$ cat config.mk
export PLATFORM = sky130hd
export DESIGN_NAME = tri_lane_deser
export DESIGN_NICKNAME = d
export VERILOG_FILES = /design/src/rtl/tld_pkg.sv /design/src/rtl/tld_lane_shift.sv /design/src/rtl/tld_frame_track.sv /design/src/rtl/tld_word_stage.sv /design/src/rtl/tri_lane_deser.sv
export SDC_FILE = /design/constraint.sdc
export NUM_CORES = 1
export LEC_CHECK = 0
export ABC_AREA = 0
export ABC_CLOCK_PERIOD_IN_PS = 1700
export BUFFER_PORTS_ARGS = -buffer_cell sky130_fd_sc_hd__buf_2
export CAP_MARGIN = 40
export CORE_MARGIN = 10
export CORE_UTILIZATION = 40
export CTS_BUF_LIST = sky130_fd_sc_hd__clkbuf_4 sky130_fd_sc_hd__clkbuf_8 sky130_fd_sc_hd__clkbuf_16
export CTS_CLUSTER_DIAMETER = 30
export DETAILED_ROUTE_END_ITERATION = 10
export SLEW_MARGIN = 30
export SYNTH_ARGS = -nofsm -noshare
export SYNTH_HDL_FRONTEND = slang
export SYNTH_SLANG_ARGS = --single-unit
export TNS_END_PERCENT = 30
$ cat constraint.sdc
create_clock -name clk -period 1.7 [get_ports clk]
set_input_delay 0.425 -clock clk [delete_from_list [all_inputs] [get_ports clk]]
set_output_delay 0.425 -clock clk [all_outputs]
set_load 0.01 [all_outputs]
$ cat src/rtl/tld_pkg.sv
package tld_pkg;
  // Per-cycle outcome of the frame tracker
  typedef enum logic [2:0] {
    EV_NONE,   // no boundary this cycle
    EV_START,  // first boundary after reset or clear
    EV_GOOD,   // boundary exactly one frame after the last
    EV_DROP,   // boundary at the wrong spacing
    EV_LATE    // frame overdue, no boundary arrived
  } frm_ev_t;
endpackage

$ cat src/rtl/tld_lane_shift.sv
module tld_lane_shift #(
  parameter int BITS = 7
) (
  input  logic            clk,
  input  logic            rst_n,
  input  logic            clr,
  input  logic            bit_in,
  output logic [BITS-1:0] par_out
);
  // First bit of a frame ends in the MSB after BITS shifts
  always_ff @(posedge clk or negedge rst_n) begin
    if (!rst_n)   par_out <= '0;
    else if (clr) par_out <= '0;
    else          par_out <= {par_out[BITS-2:0], bit_in};
  end
endmodule

$ cat src/rtl/tld_frame_track.sv
module tld_frame_track
  import tld_pkg::*;
#(
  parameter  int BITS = 7,
  localparam int CW   = $clog2(BITS + 1)
) (
  input  logic          clk,
  input  logic          rst_n,
  input  logic          clr,
  input  logic          fclk_s,
  output frm_ev_t       ev,
  output logic [CW-1:0] phase
);
  localparam logic [CW-1:0] LAST = CW'(BITS - 1);
  localparam logic [CW-1:0] SAT  = CW'(BITS);

  logic fc_q;
  logic synced;
  logic rise;

  assign rise = fclk_s & ~fc_q;

  always_comb begin
    ev = EV_NONE;
    if (rise) begin
      if (!synced)            ev = EV_START;
      else if (phase == LAST) ev = EV_GOOD;
      else                    ev = EV_DROP;
    end else if (synced && phase == LAST) begin
      ev = EV_LATE;
    end
  end

  always_ff @(posedge clk or negedge rst_n) begin
    if (!rst_n) begin
      fc_q   <= 1'b0;
      synced <= 1'b0;
      phase  <= '0;
    end else if (clr) begin
      fc_q   <= 1'b0;
      synced <= 1'b0;
      phase  <= '0;
    end else begin
      fc_q <= fclk_s;
      if (rise) begin
        phase  <= '0;
        synced <= 1'b1;
      end else if (phase != SAT) begin
        phase <= phase + 1'b1;
      end
    end
  end
endmodule

$ cat src/rtl/tld_word_stage.sv
module tld_word_stage
  import tld_pkg::*;
#(
  parameter  int W           = 21,
  parameter  int BITS        = 7,
  parameter  int LOCK_FRAMES = 4,
  localparam int CW          = $clog2(BITS + 1),
  localparam int LW          = $clog2(LOCK_FRAMES + 1)
) (
  input  logic          clk,
  input  logic          rst_n,
  input  logic          clr,
  input  frm_ev_t       ev,
  input  logic [CW-1:0] phase,
  input  logic [W-1:0]  par_in,
  output logic [W-1:0]  word_out,
  output logic          out_clk,
  output logic          word_valid
);
  localparam int            HALF     = (BITS + 1) / 2;
  localparam logic [CW-1:0] FALL_AT  = CW'(HALF - 1);
  localparam logic [LW-1:0] LOCK_MAX = LW'(LOCK_FRAMES);

  logic [LW-1:0] lock_cnt;

  assign word_valid = (lock_cnt == LOCK_MAX);

  always_ff @(posedge clk or negedge rst_n) begin
    if (!rst_n) begin
      word_out <= '0;
      out_clk  <= 1'b0;
      lock_cnt <= '0;
    end else if (clr) begin
      word_out <= '0;
      out_clk  <= 1'b0;
      lock_cnt <= '0;
    end else begin
      unique case (ev)
        EV_GOOD: begin
          word_out <= par_in;
          out_clk  <= 1'b1;
          if (lock_cnt != LOCK_MAX) lock_cnt <= lock_cnt + 1'b1;
        end
        EV_START, EV_DROP, EV_LATE: begin
          out_clk  <= 1'b0;
          lock_cnt <= '0;
        end
        default: begin
          if (phase == FALL_AT) out_clk <= 1'b0;
        end
      endcase
    end
  end
endmodule

$ cat src/rtl/tri_lane_deser.sv
module tri_lane_deser
  import tld_pkg::*;
#(
  parameter  int LANES       = 3,
  parameter  int BITS        = 7,
  parameter  int LOCK_FRAMES = 4,
  localparam int W           = LANES * BITS,
  localparam int CW          = $clog2(BITS + 1)
) (
  input  logic             clk,
  input  logic             rst_n,
  input  logic             shdn_n,
  input  logic             frm_clk_s,
  input  logic [LANES-1:0] lane_in,
  output logic [W-1:0]     word_out,
  output logic             out_clk,
  output logic             word_valid
);
  logic          clr;
  logic [W-1:0]  par;
  frm_ev_t       ev;
  logic [CW-1:0] phase;

  assign clr = ~shdn_n;

  for (genvar k = 0; k < LANES; k++) begin : g_lane
    tld_lane_shift #(.BITS(BITS)) u_sh (
      .clk     (clk),
      .rst_n   (rst_n),
      .clr     (clr),
      .bit_in  (lane_in[k]),
      .par_out (par[k*BITS +: BITS])
    );
  end

  tld_frame_track #(.BITS(BITS)) u_trk (
    .clk    (clk),
    .rst_n  (rst_n),
    .clr    (clr),
    .fclk_s (frm_clk_s),
    .ev     (ev),
    .phase  (phase)
  );

  tld_word_stage #(.W(W), .BITS(BITS), .LOCK_FRAMES(LOCK_FRAMES)) u_out (
    .clk        (clk),
    .rst_n      (rst_n),
    .clr        (clr),
    .ev         (ev),
    .phase      (phase),
    .par_in     (par),
    .word_out   (word_out),
    .out_clk    (out_clk),
    .word_valid (word_valid)
  );
endmodule

== After elaboration in Yosys (flattened, before gate mapping) ==
Cells that the tools add are included.
Storage, ports and cells
  register bits: 51
  input bits: 7
  logic and storage cells: 52
Operators by class
  add/sub/neg operators: 2
  eq/ne operators: 15
  muxes and demuxes: 21
  bitwise operators: 2
  reduce and logical (&&, ||, !) cells: 3
Operators with widths (number)
  $mux 21: 2
  $mux 3: 8
  $mux 7: 3
  $eq 3x2->1 const B: 3
  $eq 3x3->1 const B: 3
  $add 3x1->3 const B: 2
  $mux 1: 6
  $ne 3x1->1 const B: 2
  $ne 3x3->1 const B: 2
  $pmux 3 s2: 1
  $ne 2x1->1 const B: 2
  $ne 4x1->1 const B: 1
  $eq 3x1->1 const B: 1
  $ne 3x2->1 const B: 1
  $reduce_or 3->1: 1
  $pmux 1 s2: 1
  $reduce_and 2->1: 1
  $and 1x1->1: 1
  $logic_and 1x1->1: 1
  $not 1->1: 1

== Longest topological paths before layout ==
Gate-level depths: netlist (run 1).
  depth in word-level cells: 8
  gate-level depth with buffers: 7
  gate-level depth less buffers: 5

== Cells and area by module ==
A second synthesis (run 1) with hierarchy kept.
Unflattened totals
  cells, all modules: 144
  area, all modules: 1973.1 um^2
By module, submodules not included
  tld_word_stage: instances 1, cells each 76, area each 1047.3 um^2, seq. area each 625.6 um^2
  tld_lane_shift: instances 3, cells each 14, area each 219.0 um^2, seq. area each 175.2 um^2
  tld_frame_track: instances 1, cells each 25, area each 265.3 um^2, seq. area each 125.1 um^2
  tri_lane_deser: instances 1, cells each 1, area each 3.8 um^2, seq. area each 0.0 um^2

== Worst setup path after synthesis (run 1) ==
No wires, ideal clock.
  kind: reg2reg
  start: reg u_trk.phase[0]
  end: reg u_out.word_out[0]
  library setup time: 0.121 ns
  arrival time: 1.379 ns
  required time: 1.579 ns
  path slack: 0.200 ns
  stages on the path, launching flop included: 8
  clock period less this slack: 1.500 ns
  cell sequence: dfrtp_1 inv_1 ha_1 and3_1 buf_6 and3_4 buf_6 a22o_1
On the way
  cells in the longest elaborated chain, start to end: 6
  elaborated cells between the ends (all ways): 8
  those cells by class: 3 x eq/ne; 4 x mux; 1 x reduce/logical
RTL lines
  from (decl): RTL line tld_frame_track.sv:12  | output logic [CW-1:0] phase
  from (signal assigned): RTL line tld_frame_track.sv:49  | phase <= phase + 1'b1;
  $eq 3x3->1 *: RTL line tld_frame_track.sv:27, tld_frame_track.sv:29
  $mux 1 / $logic_and 1x1->1 (equally long branches): RTL line tld_frame_track.sv:27, tld_frame_track.sv:29
  $mux 3, on equally long branches: RTL line tld_frame_track.sv:26, tld_frame_track.sv:29
  $mux 3 *: RTL line tld_frame_track.sv:25  | if (rise) begin
  $eq 3x2->1 *: RTL line tld_word_stage.sv:38  | unique case (ev)
  $ne 2x1->1 (no source line) *
  to (signal assigned): RTL line tld_word_stage.sv:40  | word_out <= par_in;
  to (decl): RTL line tld_word_stage.sv:16  | output logic [W-1:0] word_out,
Mark *: on every way between the ends. The rest lies on a longest branch, timed or not.
A chain may end at the register's enable or synchronous reset.

== Worst setup path in the final report (run 1) ==
  start: reg u_out.lock_cnt[0]
  end: out word_valid
On the way
  cells in the longest elaborated chain, start to end: 1
RTL lines
  from (decl): RTL line tld_word_stage.sv:24  | logic [LW-1:0] lock_cnt;
  from (signal assigned): RTL line tld_word_stage.sv:42  | if (lock_cnt != LOCK_MAX) lock_cnt <= lock_cnt + 1'b1;
  $eq 3x3->1: RTL line tld_word_stage.sv:26  | assign word_valid = (lock_cnt == LOCK_MAX);
  to (decl): RTL line tri_lane_deser.sv:17  | output logic word_valid
Every way passes these cells.

==> flow_metrics.py, run 1 <==
metrics = {
    "layout": {
        "fin_nets": 194,
        "n_antenna_cell": 0,
        "num-fill-cells": 423,
        "final_util": 0.490,
        "syn2layout_area_growth_pct": 18.7,
        "drive_gt1_frac": 0.258,
        "fin_cells": 249,
        "multi_input_area_um2": 613,
        "seq_area_mm2": 0.00128,
        "design_area_mm2": 0.00231,
    },
    "routing": {
        "dr.first_iter.drc_count": 61,
        "wl_per_cell_um": 14.8,
        "vias": 1212,
        "antenna_left": 0,
        "drt_wl_total_mm": 3.69,
        "drt-pass1-iter-count": 4,
        "drc": 0,
        "viasPerCell": 4.87,
    },
    "sta": {
        "setup_violations": 0,
        "finalHoldViolCount": 0,
        "final_period_minus_worst_setup_slack_ns": 1.66,
        "rsz0062_at_grt": "yes",
        "max_freq_mhz": 603,
        "fin_crit_sh": 0.976,
        "maxSlewViolCount": 0,
        "worstMarginPinSlew_ns": 0.386,
        "fin_skew_ns": 0.00962,
        "slew_headroom": 0.743,
        "setup_ws_ns": 0.0414,
    },
    "worst_setup_path": {
        "critPathKind": "reg -> out",
        "cp.arrival_ns": 1.23,
        "crit_required_ns": 1.27,
        "cp-start-kind": "flop",
        "r2r_slack_ns": 0.11,
        "cp-end-kind": "output port",
        "cp_max_fo": 3,
    },
    "yosys": {
        "synthCells": 147,
        "synth_area_leaders": "dfrtp_1 65%, a22o_1 9.4%, and2_1 7.1%, ha_1 3.8%, buf_6 1.7%",
        "synth_warnings": 0,
        "synth_edf_count": 0,
        "ys_types": 27,
        "synthesis.area_mm2": 0.00195,
        "synth_top_area_frac": 0.654,
        "synthFlopType": "dfrtp_1",
        "seq_area_frac_synth": 0.654,
        "yosys_register_bits": 51,
        "avgSynthCellArea_um2": 13.3,
        "syn_nets": 160,
        "synthTopCellsByCount": "51 x dfrtp_1, 22 x and2_1, 21 x a22o_1, 6 x ha_1, 6 x nand2_1",
        "synth_area_leader_cell": "dfrtp_1",
        "synth_async_sr_flop_share": 1.00,
        "yosysMostFrequentCell": "dfrtp_1",
    },
    "place": {
        "place_area_mm2": 0.00219,
        "routabilityCongestion": 0.716,
        "place_inst": 241,
        "place.detailed.hpwl_mm": 2.58,
        "port_buffers": 29,
        "dp_worst_setup_slack_ns": 0.0468,
    },
    "run_status": {
        "status": "complete, no violations",
    },
    "clock_tree": {
        "cts.sinks": 51,
        "tritoncts": "built",
        "clk_path_buf_depth": 2,
        "worstSkewPairLatency_ns": 0.31,
        "cts_buffers": 5,
        "cts-root-buf": "clkbuf_8",
        "htreeDepth": 2,
        "cts_setup_buffers": 0,
        "clkTransAtPathRegs_ns": 0.09,
    },
    "floorplanning": {
        "die_w_um": 89.8,
        "rows": 25,
        "io_pins": 30,
        "dieArea_mm2": 0.00807,
        "die_y_um": 89.8,
        "coreArea_mm2": 0.00472,
        "initial_core_util": 0.413,
    },
    "power_and_ir_drop": {
        "power_density_mw_per_mm2": 946,
        "peakVddDrop_mv": 0.393,
        "p_total_w": 0.00219,
        "p_leak_nw": 1.22,
    },
    "grt": {
        "grt_pass1_wl_mm": 6.29,
        "grt_pass1_vias": 1265,
        "grt.total_usage": 0.0957,
        "grt_overflow_total": 0,
        "antenna_found_initial": 0,
        "grt_start_max_net_pins": 37,
    },
    "hold_path": {
        "hold_path.class": "in -> async",
    },
    "job": {
        "cap_violations": 0,
    },
}
==> metal layers <==
| layer | up-vias | wire length, um | global-route usage | part of all wire |
|---|---|---|---|---|
| li1 | 575 | - | - | - |
| met1 | 602 | 1670 | 0.115 | 0.45 |
| met2 | 28 | 1750 | 0.150 | 0.48 |
| met3 | 7 | 225 | 0.0407 | 0.061 |
| met4 | 0 | 44 | 0.0323 | 0.012 |
| met5 | - | 0 | 0 | 0 |
==> worst max-delay path: stages, from the launching register on <==
cell and delay, ns:
dfrtp_1 0.41, inv_1 0.09, ha_2 0.20, nand2_2 0.07, inv_1 0.06, buf_2 0.12
==> registers in the layout, indices dropped and copies added, names as in the netlist <==
name,flops
g_lane.u_sh.par_out,21
u_out.word_out,21
u_out.lock_cnt,3
u_out.out_clk,1
u_trk.phase,3
u_trk.synced,1
u_trk.fc_q,1
==> logic make-up (layout without fill, tap and decap cells) <==
kind of cell             count (synthesis)  in the layout  share of synthesized area
AND/OR/NAND/NOR                         44             44                      0.132
flip-flops                              51             51                      0.654
buffers and inverters                   13             48                     0.0378
XOR/XNOR                                 1              1                    0.00449
adder cells (fa/ha/maj)                  6              6                     0.0385
AO/OA/AOI/OAI                           31             31                      0.128
multiplexers                             1              1                    0.00513
==> where the power goes <==
part           switching (W)  internal [W]  total [W]
sequential        0.00000957       0.00123    0.00124
clock               0.000409      0.000446   0.000855
combinational      0.0000606     0.0000362  0.0000968
total               0.000479       0.00171    0.00219
==> layout by cell type (no fill, tap or decap) <==
master,count
nand3b_1,1
o22ai_1,2
buf_4,4
and4b_1,1
a21boi_4,1
nand3_1,4
and3_1,1
a211oi_1,1
and2b_1,1
buf_2,29
and2_1,22
nand4b_1,1
xor2_1,1
nand2_1,5
nand2b_1,1
a21boi_0,1
buf_6,1
and3_4,1
inv_1,5
ha_2,1
a21oi_1,3
mux2i_1,1
o21a_1,1
nor2_1,5
clkinv_4,1
o21ai_0,1
a22o_1,21
dfrtp_1,51
buf_12,1
bufinv_16,1
inv_6,1
ha_1,5
nand2_2,1
clkbuf_8,5
==> through the flow <==
| stage | hold WS [ns] | TNS [ns] |
|---|---|---|
| floorplan | 0.129 | 0 |
| global placement | 0.373 | -0.991 |
| detailed placement | 0.371 | 0 |
| CTS | 0.0400 | 0 |
| global route | 0.0486 | -0.0579 |
| finish | 0.0320 | 0 |
==> layout make-up <==
cell class | count | area share
multi-input cells | 83 | 0.265
clock buffers | 5 | 0.0297
clock inverters | 3 | 0.0205
repair buffers | 35 | 0.0892
flip-flops and latches | 51 | 0.551
well taps | 67 | 0.0362
inverters | 5 | 0.00811
==> path summary, 6_finish.rpt <==
path                                           startpoint                        end  cells after the start
worst max register to register             u_trk.phase[1]          u_out.word_out[3]                      5
min in group clk                               lane_in[2]  g_lane[2].u_sh.par_out[0]                      2
worst max-delay path                    u_out.lock_cnt[0]                 word_valid                      5
worst min-delay path                                rst_n         u_out.word_out[15]                      1
max in group asynchronous                           rst_n  g_lane[1].u_sh.par_out[2]                      2
worst min register to register  g_lane[2].u_sh.par_out[6]         u_out.word_out[20]                      1
==> timing repair <==
| action | CTS | global route |
|---|---|---|
| hold buffers | 0 | 0 |
| endpoints found under the setup margin | 0 | 12 |
| resized for setup | 0 | 3 |
No activity file was read; power rests on OpenSTA's default activity.
==> inputs of run 2 (changes only) <==
Settings changed: ABC_CLOCK_PERIOD_IN_PS 1700 to 2000, CELL_PAD_IN_SITES_DETAIL_PLACEMENT set to 1, CELL_PAD_IN_SITES_GLOBAL_PLACEMENT set to 2, PLACE_DENSITY_LB_ADDON set to 0.1.
Clock period 1.7 ns to 2 ns, I/O delays scaled along.
==> run 2 against run 1 <==
Compared with the run above:
- die area stayed put
- total power is 15% lower
- first-iteration DRC count fell by 11%
- critical path depth grew 1
- clock power shrank 14%
- sequential cell count is the same
- non-clock buffer count is 3 lower
- register-to-register slack better by 0.07 ns
- critical endpoint is now u_out.word_out[15]
- largest cell class unchanged
==> flow_metrics.py, run 2 (synthesis results as in run 1) <==
metrics = {
    "grt": {
        "grt_start_max_net_pins": 32,
        "met2_usage": 0.169,
        "met3_usage": 0.0357,
        "antenna_found_initial": 0,
        "grt_pass1_wl_mm": 6.96,
        "top_usage_layer": "met2",
        "grt_overflow_total": 0,
        "grtUsageMet1": 0.124,
        "grt_pass1_vias": 1382,
        "grt.total_usage": 0.104,
    },
    "sta": {
        "setup_violations": 0,
        "setup_ws_ns": 0.177,
        "slew_headroom": 0.618,
        "fin_skew_ns": 0.00431,
        "finalHoldViolCount": 0,
        "fin_crit_sh": 0.912,
        "setup-tns-final_ns": 0,
        "final_period_minus_worst_setup_slack_ns": 1.82,
        "max_freq_mhz": 548,
        "rsz0062_at_grt": "no",
        "worstMarginPinSlew_ns": 0.570,
        "maxSlewViolCount": 0,
    },
    "clock_tree": {
        "cts-root-buf": "clkbuf_8",
        "worstSkewPairLatency_ns": 0.30,
        "cts_buffers": 5,
        "cts.sinks": 51,
        "clkTransAtPathRegs_ns": 0.09,
        "clk_path_buf_depth": 2,
        "post_cts_resized": 0,
        "htreeDepth": 2,
        "tritoncts": "built",
        "cts_setup_buffers": 0,
        "hold_buffers": 0,
    },
    "worst_setup_path": {
        "cp.arrival_ns": 2.07,
        "regToRegStartpoint": "u_trk.phase[0]",
        "cp-startpoint": "u_trk.phase[0]",
        "cp_max_fo": 11,
        "critPathKind": "reg -> reg",
        "r2r_cells": 6,
        "cp-end-kind": "flop",
        "crit_required_ns": 2.24,
        "cp-start-kind": "flop",
    },
    "floorplanning": {
        "io_pins": 30,
        "initial_core_util": 0.413,
        "rows": 25,
        "die_y_um": 89.8,
        "dieArea_mm2": 0.00807,
        "die_w_um": 89.8,
        "coreArea_mm2": 0.00472,
    },
    "hold_path": {
        "hold_path.class": "in -> async",
    },
    "layout": {
        "syn2layout_area_growth_pct": 16.9,
        "n_antenna_cell": 0,
        "num-fill-cells": 506,
        "multi_input_area_um2": 601,
        "layout_common_cells": "51 x dfrtp_1, 29 x buf_2, 22 x and2_1",
        "drive_gt1_frac": 0.235,
        "fin_nets": 191,
        "layout_commonest_cell": "dfrtp_1",
        "reg_top3": "g_lane.u_sh.par_out (21), u_out.word_out (21)",
        "seq_area_mm2": 0.00128,
    },
    "run_status": {
        "status": "complete, no violations",
    },
    "routing": {
        "drt_wl_total_mm": 4.03,
        "vias": 1229,
        "drc": 0,
        "dr.first_iter.drc_count": 54,
        "drt-pass1-iter-count": 4,
        "antenna_left": 0,
        "wl_per_cell_um": 16.4,
        "viasPerCell": 5.00,
    },
    "power_and_ir_drop": {
        "p_leak_nw": 1.20,
        "power_density_mw_per_mm2": 818,
        "peakVddDrop_mv": 0.374,
    },
    "job": {
        "cap_violations": 0,
    },
    "place": {
        "dp_worst_setup_slack_ns": 0.168,
        "place.detailed.hpwl_mm": 2.78,
        "port_buffers": 29,
        "routabilityCongestion": 0.729,
    },
}
## run 2: final timing paths
path	end	slack (ns)
hold / removal	u_out.word_out[16]	0.16
setup / recovery	u_out.word_out[15]	0.18
setup reg to reg	u_out.word_out[15]	0.18
max in group asynchronous	u_out.word_out[9]	1.31
min in group clk	g_lane[2].u_sh.par_out[0]	0.40
hold reg to reg	u_out.word_out[20]	0.49
## run 2: final cells by class
| cell class | instances | area share |
|---|---|---|
| clock inverters | 2 | 0.0154 |
| multi-input cells | 83 | 0.263 |
| flip-flops and latches | 51 | 0.560 |
| clock buffers | 6 | 0.0362 |
| repair buffers | 32 | 0.0806 |
| inverters | 5 | 0.00823 |
| well taps | 67 | 0.0368 |
## run 2: report_power, final
group          internal [W]  total [W]  switching [W]  leakage [nW]
combinational     0.0000265  0.0000788      0.0000522         0.441
clock              0.000405   0.000734       0.000329        0.0612
sequential          0.00104    0.00105     0.00000887         0.703
total               0.00148    0.00187       0.000390          1.20
## run 2: through the flow
stage | hold slack [ns] | utilization | total power (W) | cell area [um2] | instances
3_5_place_dp | 0.468 | 0.458 | 0.00116 | 2160 | 238
5_1_grt | 0.180 | 0.483 | 0.00196 | 2280 | 246
4_1_cts | 0.177 | 0.483 | 0.00189 | 2280 | 246
6_report | 0.163 | 0.483 | 0.00187 | 2280 | 246
2_1_floorplan | 0.204 | - | 0.00111 | 1950 | 147
3_3_place_gp | 0.455 | 0.456 | 0.00115 | 2150 | 237
## run 2: critical path: stages, from the launching register on
cell	delay, ns
dfrtp_1	0.39
inv_1	0.06
ha_1	0.21
and3_1	0.23
a21boi_2	0.50
buf_6	0.23
a22o_1	0.14
## run 2: per-layer routing
| metal | vias up | part of all wire |
|---|---|---|
| met5 | - | 0 |
| met3 | 7 | 0.043 |
| met4 | 0 | 0.014 |
| met1 | 626 | 0.46 |
| met2 | 26 | 0.48 |
| li1 | 570 | - |
==> inputs of run 3 (changes only) <==
Settings changed: CELL_PAD_IN_SITES_DETAIL_PLACEMENT 1 to not set, CELL_PAD_IN_SITES_GLOBAL_PLACEMENT 2 to not set, PLACE_DENSITY_LB_ADDON 0.1 to not set.
==> run 3 against run 2 <==
Compared with the run above:
- via count fell by 0.49%
- combinational power is 1% lower
- non-clock buffer count unchanged
- sequential cell count did not move
- clock power is 1% lower
- clock skew rose by 0.0023 ns
- wire length fell by 4.6%
- first-iteration DRC count rose by 89%
- global-route usage is 0.69 points lower
- clock-buffer cell count is 1 lower
==> flow_metrics.py, run 3 (synthesis results as in run 1) <==
metrics = {
    "grt": {
        "grt.total_usage": 0.0970,
        "grt_start_max_net_pins": 32,
        "antenna_found_initial": 0,
        "grt_pass1_wl_mm": 6.49,
        "grt_overflow_total": 0,
        "grt_pass1_vias": 1315,
    },
    "routing": {
        "drc": 0,
        "viasPerCell": 4.97,
        "wl_per_cell_um": 15.6,
        "vias": 1223,
        "antenna_left": 0,
        "drt_wl_total_mm": 3.85,
        "drt-pass1-iter-count": 5,
        "dr.first_iter.drc_count": 102,
    },
    "floorplanning": {
        "die_w_um": 89.8,
        "coreArea_mm2": 0.00472,
        "rows": 25,
        "io_pins": 30,
        "dieArea_mm2": 0.00807,
        "die_y_um": 89.8,
        "initial_core_util": 0.413,
    },
    "clock_tree": {
        "cts_buffers": 5,
        "cts-root-buf": "clkbuf_8",
        "cts_setup_buffers": 0,
        "htreeDepth": 2,
        "clk_path_buf_depth": 2,
        "clkTransAtPathRegs_ns": 0.09,
        "tritoncts": "built",
        "worstSkewPairLatency_ns": 0.30,
        "hold_buffers": 0,
        "post_cts_resized": 0,
        "cts.sinks": 51,
    },
    "worst_setup_path": {
        "r2r_slack_ns": 0.29,
        "cp-startpoint": "u_out.lock_cnt[0]",
        "regToRegStartpoint": "u_trk.phase[0]",
        "r2r_cells": 6,
        "cp-start-kind": "flop",
        "worst_path_most_repeated_cell": "inv_1",
        "r2r_end": "u_out.word_out[4]",
        "cp-end-kind": "output port",
        "crit_required_ns": 1.50,
        "crit_path_end": "word_valid",
        "cp.arrival_ns": 1.26,
        "cp_max_fo": 3,
        "critPathKind": "reg -> out",
        "max_stage_delay_ns": 0.38,
        "crit_slowest_cell": "dfrtp_1",
        "crit_chain": "inv_1 -> ha_1 -> nand2_1 -> inv_1 -> buf_2",
    },
    "layout": {
        "reg_top3": "g_lane.u_sh.par_out (21), u_out.word_out (21)",
        "num-fill-cells": 437,
        "seq_area_mm2": 0.00128,
        "fin_nets": 191,
        "n_antenna_cell": 0,
        "final_util": 0.482,
        "drive_gt1_frac": 0.235,
        "layout_common_cells": "51 x dfrtp_1, 29 x buf_2, 22 x and2_1",
        "multi_input_area_um2": 601,
        "layout_commonest_cell": "dfrtp_1",
        "syn2layout_area_growth_pct": 16.8,
    },
    "sta": {
        "worstMarginPinSlew_ns": 0.492,
        "finalHoldViolCount": 0,
        "setup_violations": 0,
        "rsz0062_at_grt": "no",
        "fin_skew_ns": 0.00658,
        "final_period_minus_worst_setup_slack_ns": 1.76,
        "setup_ws_ns": 0.244,
        "max_freq_mhz": 569,
        "fin_crit_sh": 0.878,
        "setup-tns-final_ns": 0,
        "slew_headroom": 0.672,
        "maxSlewViolCount": 0,
    },
    "run_status": {
        "status": "complete, no violations",
    },
    "place": {
        "place.detailed.hpwl_mm": 2.68,
        "port_buffers": 29,
        "dp_worst_setup_slack_ns": 0.298,
        "routabilityCongestion": 0.745,
    },
    "power_and_ir_drop": {
        "p_leak_nw": 1.20,
        "peakVddDrop_mv": 0.371,
        "power_density_mw_per_mm2": 816,
    },
    "job": {
        "cap_violations": 0,
    },
    "hold_path": {
        "hold_path.class": "in -> async",
    },
}
## run 3: cell types whose count changed in the layout (fill, tap and decap cells not counted), sizes merged
cell	delta
clkbuf	-1
clkinv	-1
clkinvlp	+1
inv	+1
## run 3: layout make-up
type | instances | area share
well taps | 67 | 0.0368
multi-input cells | 83 | 0.264
inverters | 5 | 0.00824
flip-flops and latches | 51 | 0.560
clock inverters | 3 | 0.0203
clock buffers | 5 | 0.0302
repair buffers | 32 | 0.0807
## run 3: stage by stage
stage / hold slack, ns / cells / power [W] / cell area [um2]
5_1_grt: 0.162 / 246 / 0.00194 / 2280
3_3_place_gp: 0.453 / 237 / 0.00115 / 2150
2_1_floorplan: 0.204 / 147 / 0.00111 / 1950
4_1_cts: 0.161 / 246 / 0.00188 / 2280
3_5_place_dp: 0.465 / 238 / 0.00115 / 2160
6_report: 0.144 / 246 / 0.00186 / 2280
## run 3: routing by layer
metal / share of wire / vias up / GRT usage
met3: 0.066 / 7 / 0.0416
met1: 0.45 / 617 / 0.113
li1: - / 572 / -
met4: 0.011 / 0 / 0.0323
met2: 0.47 / 27 / 0.157
met5: 0 / - / 0
## run 3: worst min path at each step
stage / to / slack (ns) / depth (start not counted) / start
floorplan: g_lane[0].u_sh.par_out[0] / 0.20 / 0 / rst_n
global placement: u_out.word_out[13] / 0.45 / 1 / g_lane[1].u_sh.par_out[6]
detailed placement: u_out.word_out[20] / 0.47 / 1 / g_lane[2].u_sh.par_out[6]
CTS: u_out.word_out[18] / 0.16 / 1 / rst_n
finish: u_out.word_out[17] / 0.14 / 1 / rst_n
global route: u_out.word_out[18] / 0.16 / 1 / rst_n
## run 3: report_power, final
group	total, W	switching, W	leakage [nW]	internal (W)
combinational	0.0000778	0.0000510	0.441	0.0000269
sequential	0.00105	0.00000944	0.703	0.00104
clock	0.000727	0.000350	0.0548	0.000377
## run 3: worst max-delay path: cells and delay by family, from the launching register on
kind	cells	cell delay [ns]
adder cells (fa/ha/maj)	1	0.22
AND/OR/NAND/NOR	1	0.11
buffers and inverters	3	0.24
flip-flops	1	0.38
